### src/rtl/hsa_pkg.sv
package hsa_pkg;

    // Number of lookahead groups needed to cover a given width.
    function automatic int group_count(input int width, input int grp_w);
        return (width + grp_w - 1) / grp_w;
    endfunction

    // Width of group k; the last group takes what remains.
    function automatic int group_width(input int k, input int width, input int grp_w);
        int rest;
        rest = width - k * grp_w;
        return (rest < grp_w) ? rest : grp_w;
    endfunction

endpackage

### src/rtl/hsa_pg_gen.sv
module hsa_pg_gen #(
    parameter int W = 56
) (
    input  logic [W-1:0] a,
    input  logic [W-1:0] b,
    output logic [W-1:0] p,
    output logic [W-1:0] g
);

    for (genvar i = 0; i < W; i++) begin : g_bit
        assign p[i] = a[i] ^ b[i];
        assign g[i] = a[i] & b[i];
    end

endmodule

### src/rtl/hsa_lookahead.sv
module hsa_lookahead #(
    parameter int W     = 56,
    parameter int GRP_W = 16
) (
    input  logic [W-1:0]                                    p,
    input  logic [W-1:0]                                    g,
    input  logic                                            cin,
    output logic [hsa_pkg::group_count(W, GRP_W)-1:0]       grp_cin,
    output logic [hsa_pkg::group_count(W, GRP_W)-1:0]       grp_cout
);

    localparam int NGRP = hsa_pkg::group_count(W, GRP_W);

    logic [NGRP-1:0] grp_g;
    logic [NGRP-1:0] grp_p;

    // Group generate / propagate for every group.
    for (genvar k = 0; k < NGRP; k++) begin : g_grp
        localparam int LO = k * GRP_W;
        localparam int GW = hsa_pkg::group_width(k, W, GRP_W);
        logic gen_acc;
        logic prp_acc;
        always_comb begin
            gen_acc = 1'b0;
            prp_acc = 1'b1;
            for (int i = 0; i < GW; i++) begin
                gen_acc = g[LO+i] | (p[LO+i] & gen_acc);
                prp_acc = prp_acc & p[LO+i];
            end
        end
        assign grp_g[k] = gen_acc;
        assign grp_p[k] = prp_acc;
    end

    // Carry chain across group boundaries: c(k+1) = G(k) + P(k)*c(k).
    always_comb begin
        logic c;
        c = cin;
        for (int k = 0; k < NGRP; k++) begin
            grp_cin[k]  = c;
            c           = grp_g[k] | (grp_p[k] & c);
            grp_cout[k] = c;
        end
    end

endmodule

### src/rtl/hsa_skip_group.sv
module hsa_skip_group #(
    parameter int MW = 16,
    parameter int SW = 4
) (
    input  logic [MW-1:0]    p,
    input  logic [MW-1:0]    g,
    input  logic             grp_cin,
    output logic [MW-1:0]    s,
    output logic             rip_cout,
    output logic [MW/SW-1:0] sub_cin,
    output logic [MW/SW-1:0] skip_n
);

    localparam int NS = MW / SW;

    for (genvar j = 0; j < NS; j++) begin : g_sub
        localparam int LO = j * SW;
        logic          ci;
        logic          co;
        logic [SW-1:0] s_loc;

        if (j == 0) begin : g_first
            // Lowest sub-block: group carry-in taken directly, no mux.
            assign skip_n[j] = 1'b1;
            assign ci        = grp_cin;
        end else begin : g_upper
            // Active-low skip: every bit below in this group propagates.
            assign skip_n[j] = ~(&p[LO-1:0]);
            assign ci        = skip_n[j] ? g_sub[j-1].co : grp_cin;
        end

        always_comb begin
            logic c;
            c = ci;
            for (int i = 0; i < SW; i++) begin
                s_loc[i] = p[LO+i] ^ c;
                c        = g[LO+i] | (p[LO+i] & c);
            end
            co = c;
        end

        assign s[LO +: SW] = s_loc;
        assign sub_cin[j]  = ci;
    end

    assign rip_cout = g_sub[NS-1].co;

endmodule

### src/rtl/hybrid_skip_adder.sv
module hybrid_skip_adder #(
    parameter int WIDTH   = 56,
    parameter int MOD_W   = 16,
    parameter int SUB_W   = 4,
    parameter bit REG_OUT = 1'b1
) (
    input  logic             clk,
    input  logic             rst_n,
    input  logic [WIDTH-1:0] a,
    input  logic [WIDTH-1:0] b,
    input  logic             cin,
    output logic [WIDTH-1:0] sum,
    output logic             cout
);

    // WIDTH and MOD_W are expected to be multiples of SUB_W.
    localparam int NMOD = hsa_pkg::group_count(WIDTH, MOD_W);
    localparam int NSUB = WIDTH / SUB_W;

    typedef struct packed {
        logic [WIDTH-1:0] sum;
        logic             cout;
    } res_t;

    logic [WIDTH-1:0] p;
    logic [WIDTH-1:0] g;
    logic [WIDTH-1:0] comb_sum;
    logic             comb_cout;
    logic [NMOD-1:0]  mod_cin;
    logic [NMOD-1:0]  grp_cout;
    logic [NMOD-1:0]  rip_cout;
    logic [NSUB-1:0]  sub_cin;
    logic [NSUB-1:0]  skip_n;

    hsa_pg_gen #(.W(WIDTH)) u_pg (
        .a (a),
        .b (b),
        .p (p),
        .g (g)
    );

    hsa_lookahead #(.W(WIDTH), .GRP_W(MOD_W)) u_la (
        .p        (p),
        .g        (g),
        .cin      (cin),
        .grp_cin  (mod_cin),
        .grp_cout (grp_cout)
    );

    for (genvar k = 0; k < NMOD; k++) begin : g_mod
        localparam int LO = k * MOD_W;
        localparam int GW = hsa_pkg::group_width(k, WIDTH, MOD_W);
        hsa_skip_group #(.MW(GW), .SW(SUB_W)) u_grp (
            .p        (p[LO +: GW]),
            .g        (g[LO +: GW]),
            .grp_cin  (mod_cin[k]),
            .s        (comb_sum[LO +: GW]),
            .rip_cout (rip_cout[k]),
            .sub_cin  (sub_cin[LO/SUB_W +: GW/SUB_W]),
            .skip_n   (skip_n[LO/SUB_W +: GW/SUB_W])
        );
    end

    assign comb_cout = grp_cout[NMOD-1];

    if (REG_OUT) begin : g_reg
        res_t res_d;
        res_t res_q;

        always_comb begin
            res_d      = res_q;
            res_d.sum  = comb_sum;
            res_d.cout = comb_cout;
        end

        always_ff @(posedge clk or negedge rst_n) begin
            if (!rst_n) res_q <= '0;
            else        res_q <= res_d;
        end

        assign sum  = res_q.sum;
        assign cout = res_q.cout;
    end else begin : g_comb
        assign sum  = comb_sum;
        assign cout = comb_cout;
    end

endmodule

### config.mk
export PLATFORM = sky130hd
export DESIGN_NAME = hybrid_skip_adder
export DESIGN_NICKNAME = d
export VERILOG_FILES = /design/src/rtl/hsa_pkg.sv /design/src/rtl/hsa_pg_gen.sv /design/src/rtl/hsa_lookahead.sv /design/src/rtl/hsa_skip_group.sv /design/src/rtl/hybrid_skip_adder.sv
export SDC_FILE = /design/constraint.sdc
export NUM_CORES = 1
export LEC_CHECK = 0
export CORE_ASPECT_RATIO = 0.6
export CORE_MARGIN = 1
export CORE_UTILIZATION = 46
export CTS_CLUSTER_SIZE = 24
export DETAILED_ROUTE_END_ITERATION = 8
export PLACE_DENSITY_LB_ADDON = 0.1
export SETUP_SLACK_MARGIN = 0.3
export SKIP_CTS_REPAIR_TIMING = 1
export SLEW_MARGIN = 30
export SYNTH_ARGS = -nofsm -noshare
export SYNTH_HDL_FRONTEND = slang
export SYNTH_SLANG_ARGS = --single-unit
export TNS_END_PERCENT = 5
### constraint.sdc
create_clock -name clk -period 0.8 [get_ports clk]
set_input_delay 0.24 -clock clk [delete_from_list [all_inputs] [get_ports clk]]
set_output_delay 0.24 -clock clk [all_outputs]
set_load 0.005 [all_outputs]
After elaboration in Yosys (flattened, before gate mapping)
Cells that the tools add are included.
{ "totals": {"reg_bits": 57, "inputBits": 115, "out_inout_bits": 57, "word_cells": 458} }
{ "classes": {"n_mux": 10, "bitwise_logic": 436, "n_reduce_logical": 10} }
{ "ops": {"columns": ["op", "count"], "rows": [
  ["1-bit AND", 216],
  ["1-bit XOR", 112],
  ["1-bit bitwise OR", 108],
  ["12-bit AND reduction", 3],
  ["8-bit AND reduction", 3],
  ["4-bit AND reduction", 4],
  ["1-bit 2-to-1 mux", 10]
]} }

Longest topological paths before layout
Gate-level depths: netlist of run 1.
{ "logic_depth": {"ltp_word": 68, "depth_mapped": 29} }

By module
Synthesis of run 1 repeated with hierarchy kept, for this count alone.
{ "hier_totals": {"cells_unflattened": 389, "area_unflattened_um2": 4209.0} }
{ "modules_own_cells": {"columns": ["mod", "n_inst", "cells_each", "area_per_inst_um2"], "rows": [
  ["hybrid_skip_adder", 1, 57, 1426.4],
  ["hsa_skip_group at g_mod[0].u_grp ...", 3, 49, 424.2],
  ["hsa_pg_gen", 1, 56, 700.7],
  ["hsa_lookahead", 1, 106, 609.3],
  ["hsa_skip_group at g_mod[3].u_grp", 1, 23, 200.2]
]} }

Least setup slack after synthesis of run 1
OpenSTA, ideal clock, no wires.
{ "synth_path": {"path_type": "input to register", "start": "in a[3]", "end": "reg g_reg.res_q, in the netlist sum[47]", "setup_ns": 0.124, "arrival_time_ns": 7.955, "path_slack_ns": -7.279, "cell_stages": 29, "path_buffers": 0, "cell_sequence": "ha_1 > nand4_1 > or2_1 > a311oi_1 > or3_2 > nand2_1 > a21boi_1 > fa_1 > fa_1 > fa_1 > fa_1 > mux2i_1 > a31oi_1 > fa_1 > fa_1 > fa_1 > fa_1 > mux2i_1 > a31oi_1 > fa_1 > fa_1 > fa_1 > fa_1 > mux2i_1 > a31oi_1 > fa_1 > fa_1 > fa_1 > xor2_1"} }
{ "synth_between": {"elab_chain_len": 64, "elab_cells_between_ends": 79, "classes_between": "3 x mux; 76 x bitwise"} }
{ "synth_rtl": {"columns": ["item", "line", "text"], "rows": [
  ["start: declaration", "hybrid_skip_adder.sv:9", "input logic [WIDTH-1:0] a,"],
  ["1-bit XOR", "hsa_pg_gen.sv:11", "assign p[i] = a[i] ^ b[i];"],
  ["1-bit AND", "hsa_lookahead.sv:27", "gen_acc = g[LO+i] | (p[LO+i] & gen_acc);"],
  ["1-bit bitwise OR", "hsa_lookahead.sv:27", null],
  ["1-bit AND", "hsa_lookahead.sv:27", null],
  ["1-bit bitwise OR", "hsa_lookahead.sv:27", null],
  ["1-bit AND", "hsa_lookahead.sv:27", null],
  ["1-bit bitwise OR", "hsa_lookahead.sv:27", null],
  ["1-bit AND", "hsa_lookahead.sv:27", null],
  ["[... 49 more ...]", null, null],
  ["1-bit AND (*)", "hsa_skip_group.sv:37", "c = g[LO+i] | (p[LO+i] & c);"],
  ["1-bit bitwise OR (*)", "hsa_skip_group.sv:37", null],
  ["1-bit AND (*)", "hsa_skip_group.sv:37", null],
  ["1-bit bitwise OR (*)", "hsa_skip_group.sv:37", null],
  ["1-bit AND (*)", "hsa_skip_group.sv:37", null],
  ["1-bit bitwise OR (*)", "hsa_skip_group.sv:37", null],
  ["1-bit XOR (*)", "hsa_skip_group.sv:36", "s_loc[i] = p[LO+i] ^ c;"],
  ["named net comb_sum[47]", "hybrid_skip_adder.sv:27", "logic [WIDTH-1:0] comb_sum;"],
  ["end signal: assignment", "hybrid_skip_adder.sv:78", "else res_q <= res_d;"],
  ["end: declaration", "hybrid_skip_adder.sv:68", "res_t res_q;"]
]} }
Mark *: on every way through the listed nets, which the timed path passes. The rest lies on a longest branch.

Worst setup path in the final report of run 1
{ "layout_path": {"start": "in b[14]", "end": "reg g_reg.res_q, in the netlist sum[31]"} }
{ "layout_between": {"elab_chain_len": 40, "elab_cells_between_ends": 44, "classes_between": "3 x mux; 41 x bitwise"} }
{ "layout_rtl": {"columns": ["item", "line", "text"], "rows": [
  ["start: declaration", "hybrid_skip_adder.sv:10", "input logic [WIDTH-1:0] b,"],
  ["1-bit XOR", "hsa_pg_gen.sv:11", null],
  ["1-bit AND", "hsa_lookahead.sv:27", null],
  ["1-bit bitwise OR", "hsa_lookahead.sv:27", null],
  ["1-bit AND", "hsa_lookahead.sv:27", null],
  ["1-bit bitwise OR", "hsa_lookahead.sv:27", null],
  ["1-bit bitwise OR (*)", "hsa_lookahead.sv:41", "c = grp_g[k] | (grp_p[k] & c);"],
  ["1-bit AND", "hsa_skip_group.sv:37", null],
  ["1-bit bitwise OR", "hsa_skip_group.sv:37", null],
  ["[... 25 more ...]", null, null],
  ["1-bit AND (*)", "hsa_skip_group.sv:37", null],
  ["1-bit bitwise OR (*)", "hsa_skip_group.sv:37", null],
  ["1-bit AND (*)", "hsa_skip_group.sv:37", null],
  ["1-bit bitwise OR (*)", "hsa_skip_group.sv:37", null],
  ["1-bit AND (*)", "hsa_skip_group.sv:37", null],
  ["1-bit bitwise OR (*)", "hsa_skip_group.sv:37", null],
  ["1-bit XOR (*)", "hsa_skip_group.sv:36", null],
  ["named net comb_sum[31]", "hybrid_skip_adder.sv:27", null]
]} }
Marked as above.

==> flow_metrics.py, run 1 <==
metrics = {
    "status": {
        "status": "finished, violations left",
        "violations": "hold timing, setup timing",
    },
    "cts": {
        "path_clk_slew_ns": 0.06,
        "cts_tree": "done",
        "clock_sinks": 57,
        "htree_levels": 3,
        "numCtsBuffers": 9,
        "cts_root_buf": "clkbuf_16",
        "cts_max_path_buffers": 2,
    },
    "detailed_routing": {
        "drt_iter0_drc": 176,
        "drc": 0,
        "drt_wl_total_mm": 15.4,
        "num_vias": 3881,
        "dr.pass1.iters": 4,
        "vias_per_cell": 5.49,
        "ant_nets": 0,
        "wl_per_cell_um": 21.9,
    },
    "timing": {
        "fmax_mhz": 132,
        "setup_viol": 113,
        "finalWorstSetupSlack_ns": -6.79,
        "worst_slew_pin_slew_ns": 0.400,
        "drv_slew": 0,
        "hold_ws_ns": -0.125,
        "hold_viol_final": 57,
        "grt_setup_unrepaired": "true",
        "period_minus_slack_ns": 7.59,
        "min_period_over_period_pct": 949,
        "slew_headroom_pct": 73.4,
        "tns_ns": -214.20,
    },
    "power": {
        "p_total_uw": 11500,
        "leakage_uw": 0.00349,
        "peakVddDrop_uv": 1120,
        "powerDensity_nw_per_um2": 1570,
    },
    "layout": {
        "final_layout_size_suffix_gt1_share_pct": 58.6,
        "regArea_um2": 1430,
        "n_fill_cell": 311,
        "layout.nets": 817,
        "multi_input_area_um2": 3150,
        "antenna_cells": 0,
        "final_common_cell": "buf_4",
        "layout_common_cells": "120 x buf_4, 82 x clkbuf_2, 57 x dfrtp_1",
        "post-route-cell-area_um2": 7300,
        "syn_to_final_growth_pct": 84.3,
    },
    "min_path": {
        "hold_path.class": "in2async",
    },
    "die": {
        "dieHeight_um": 73.9,
        "die_w_um": 122,
        "rows": 25,
        "io_pins": 172,
        "core_area_um2": 8100,
        "die-area_um2": 9000,
        "start_util_pct": 48.9,
    },
    "place": {
        "post-place-ws_ns": -7.33,
        "hpwl_mm": 10.0,
        "dpl_cell_area_um2": 6890,
        "gp_congestion": 0.854,
        "port_buffers": 171,
    },
    "yosys": {
        "synthDistinctLibCells": 42,
        "yosysSeqAreaShare_pct": 36.0,
        "syn-num-nets": 515,
        "avgSynthCellArea_um2": 13.6,
        "netlist_area_um2": 3960,
        "synth_seq_cells": 57,
        "yosys_warnings": 0,
        "syn-instance-count": 292,
    },
    "worst_setup_path": {
        "endpoint_kind": "register",
        "start_kind": "primary input",
        "required_ns": 1.01,
        "cp.arrival_ns": 7.80,
        "worstPathMaxFanout": 2,
        "worstSetupPathType": "in2reg",
    },
    "grt": {
        "grt_max_degree": 33,
        "grt-ovfl-total": 0,
        "grtUsageTotal_pct": 29.5,
        "antenna_found_initial": 0,
        "grt_pass1_vias": 3915,
        "grt_pass1_wl_mm": 19.3,
    },
    "flow_run": {
        "cap_violations": 0,
    },
}
critical path: stages:
cell and delay (ns):
clkbuf_2 0.12, ha_4 0.22, nand4_1 0.20, or2_4 0.18, a311oi_2 0.04, or3_4 0.40
buf_4 0.17, fa_2 0.35, fa_2 0.36, fa_2 0.34, fa_2 0.36, mux2_4 0.29
fa_2 0.36, fa_2 0.38, fa_2 0.36, fa_2 0.34, mux2_4 0.27, fa_2 0.34
fa_2 0.38, fa_2 0.39, fa_2 0.35, inv_2 0.06, o21ai_2 0.06, fa_2 0.36
fa_2 0.35, fa_2 0.35, xor2_1 0.16
power breakdown:
group	internal [uW]	total, uW	leakage [uW]	switching, uW
sequential	3480	3690	0.000665	208
clock	2070	3500	0.000128	1430
combinational	2280	4260	0.00270	1980
per-stage QoR:
step,cells,util [%],hold slack (ns)
final,707,90.2,-0.125
after global routing,707,90.2,-0.107
after CTS,696,88.4,-0.120
after detailed placement,680,85.1,0.224
after global placement,680,85.1,0.220
after floorplan,292,-,-0.0556
final cells by class:
cell class,instances,share of cell area [%]
Clock buffer,10,3.13
Clock inverter,6,0.480
Inverter,7,0.360
Multi-Input combinational cell,228,43.1
Sequential cell,57,19.5
Tap cell,108,1.85
Timing Repair Buffer,291,31.5
Yosys cell counts:
library cell	count	area, um^2
a2111oi_0	1	8.76
a2111oi_2	1	15.0
a211oi_1	3	22.5
a21boi_1	1	7.51
a21o_1	4	30.0
a21o_2	1	8.76
a21oi_1	18	90.1
a221o_1	1	10.0
a311oi_1	2	17.5
a31oi_1	3	18.8
and4_1	1	8.76
dfrtp_1	57	1430
fa_1	52	1040
ha_1	56	701
inv_1	7	26.3
mux2_2	4	45.0
mux2i_1	3	30.0
nand2_1	15	56.3
nand2b_1	3	18.8
nand3_1	3	15.0
nand3_2	1	10.0
nand4_1	11	68.8
nand4_2	1	12.5
nor2_1	5	18.8
nor2b_1	1	6.26
nor3_1	2	10.0
nor3b_1	1	7.51
nor4_1	1	6.26
o211a_1	1	10.0
o211ai_1	2	15.0
o21a_1	5	37.5
o21ai_0	9	45.0
o21ai_1	1	5.00
o21bai_1	1	7.51
o22ai_1	1	6.26
o31ai_1	3	22.5
or2_1	1	6.26
or2_2	1	6.26
or3_1	2	12.5
or3_2	1	7.51
or3b_1	1	8.76
xor2_1	4	35.0
logic make-up after synthesis:
logic type                 after synthesis  share of synthesized area, %
AOI/OAI and AO/OA                       58                          9.54
xor gates and xnor gates                 4                         0.884
adders and majority gates              108                          44.0
buffers and inverters                    7                         0.663
DFF                                     57                          36.0
muxes                                    7                          1.89
and+or+nand+nor                         51                          7.07
worst paths after layout:
kind | depth (start not counted) | endpoint | from
min in group clk | 2 | sum[11] | b[11]
setup / recovery | 27 | sum[31] | b[14]
max in group asynchronous | 2 | sum[43] | rst_n
hold / removal | 2 | sum[18] | rst_n
flip-flops by register name (all words and copies together), names as in the netlist:
signal  flops
cout        1
sum        56
layer usage:
| layer | track usage [%] | part of all wire, % | vias to the layer above |
|---|---|---|---|
| li1 | - | - | 1667 |
| met1 | 36.6 | 38 | 1941 |
| met2 | 50.2 | 50 | 222 |
| met3 | 9.01 | 7.4 | 51 |
| met4 | 8.23 | 4.1 | 0 |
| met5 | 0 | 0 | - |
(Power assumes the default switching activity.)
==> run 2, diff against run 1 <==
- CORE_UTILIZATION: 46 -> 65
- DONT_BUFFER_PORTS: not set -> 1
- SLEW_MARGIN: 30 -> 20
==> flow_metrics.py, run 2 (same netlist as run 1, synthesis figures left out) <==
metrics = {
    "layout": {
        "n_fill_cell": 279,
        "multi_input_area_um2": 2910,
        "layout.nets": 575,
        "regArea_um2": 1430,
        "antenna_cells": 0,
        "final_common_cell": "dfrtp_1",
        "final_layout_size_suffix_gt1_share_pct": 40.2,
        "syn_to_final_growth_pct": 26.5,
        "layout_common_cells": "57 x dfrtp_1, 48 x buf_4, 39 x fa_2, 39 x ha_1, 17 x ha_4",
        "largest_register_ffs": 56,
        "final_util_pct": 87.5,
    },
    "flow_run": {
        "cap_violations": 0,
    },
    "place": {
        "port_buffers": 0,
        "hpwl_mm": 8.31,
        "post-place-ws_ns": -6.76,
        "gp_congestion": 0.830,
    },
    "timing": {
        "worst_slew_pin_slew_ns": 0.479,
        "min_period_over_period_pct": 905,
        "fmax_mhz": 138,
        "slew_headroom_pct": 67.8,
        "grt_setup_unrepaired": "true",
        "setup_viol": 113,
        "period_minus_slack_ns": 7.24,
        "hold_ws_ns": -0.424,
        "finalWorstSetupSlack_ns": -6.44,
        "drv_slew": 0,
        "hold_viol_final": 57,
    },
    "worst_setup_path": {
        "endpoint_kind": "register",
        "slowest_stage": "fa_2",
        "worstPathMaxFanout": 2,
        "start_kind": "primary input",
        "crit_family": "adder cells",
        "path_common_cell": "fa_2",
        "cp.arrival_ns": 7.47,
        "path_buf_inv": 0,
        "cpPeakStageDelay_ns": 0.37,
        "worstSetupPathType": "in2reg",
        "required_ns": 1.03,
    },
    "grt": {
        "grt_use_met2_pct": 53.3,
        "antenna_found_initial": 0,
        "met1_usage_pct": 41.1,
        "use_met3_pct": 16.7,
        "grt_max_degree": 58,
        "grtUsageTotal_pct": 34.5,
        "busiest_layer": "met2",
        "grt-ovfl-total": 0,
        "grt_pass1_vias": 3151,
        "grt_pass1_wl_mm": 15.9,
    },
    "die": {
        "core_area_um2": 5730,
        "start_util_pct": 69.2,
        "die_w_um": 103,
        "io_pins": 172,
        "rows": 21,
        "die-area_um2": 6420,
        "dieHeight_um": 62.5,
    },
    "cts": {
        "cts_root_buf": "clkbuf_8",
        "clock_sinks": 57,
        "numCtsBuffers": 9,
        "cts_tree": "done",
        "htree_levels": 3,
        "path_clk_slew_ns": 0.07,
        "cts_max_path_buffers": 2,
    },
    "detailed_routing": {
        "drt_iter0_drc": 159,
        "wl_per_cell_um": 25.5,
        "dr.pass1.iters": 4,
        "ant_nets": 0,
        "num_vias": 2807,
        "drc": 0,
        "vias_per_cell": 6.44,
        "drt_wl_total_mm": 11.1,
    },
    "power": {
        "leakage_uw": 0.00208,
        "peakVddDrop_uv": 1280,
        "powerDensity_nw_per_um2": 1710,
        "p_total_uw": 8580,
    },
    "status": {
        "violations": "hold timing, setup timing",
        "status": "finished, violations left",
    },
    "min_path": {
        "hold_path.class": "in2async",
    },
}
==> run 2: worst paths after layout <==
kind | end | from | slack [ns] | cells after the start
max | sum[47] | a[17] | -6.44 | 29
min | sum[53] | rst_n | -0.42 | 0
max in group asynchronous | sum[31] | rst_n | 1.09 | 0
min in group clk | sum[6] | b[6] | 0.05 | 1
==> run 2: layout make-up <==
type / count / share of cell area [%]
clock inverter: 6 / 1.20
tap: 80 / 2.00
sequential: 57 / 28.5
inverter: 7 / 0.524
multi-input combinational: 228 / 57.9
timing repair buffer: 49 / 7.41
clock buffer: 9 / 2.47
==> run 2: power breakdown <==
| group | internal, uW | switching [uW] | total (uW) |
|---|---|---|---|
| registers | 3490 | 357 | 3840 |
| clock network | 1400 | 1190 | 2590 |
| logic | 1150 | 998 | 2150 |
==> run 2: per-layer routing <==
layer | routed length, um | vias up
met4 | 340 | 0
met1 | 4020 | 1406
met5 | 0 | -
met2 | 5360 | 183
li1 | - | 1180
met3 | 1380 | 38
==> run 2: per-stage QoR <==
stage | cells | TNS [ns] | area, um^2
6_report | 436 | -199.79 | 5010
5_1_grt | 436 | -208.09 | 5010
4_1_cts | 431 | -202.26 | 4840
3_5_place_dp | 416 | -210.84 | 4650
3_3_place_gp | 416 | -205.63 | 4650
2_1_floorplan | 292 | -193.46 | 4220
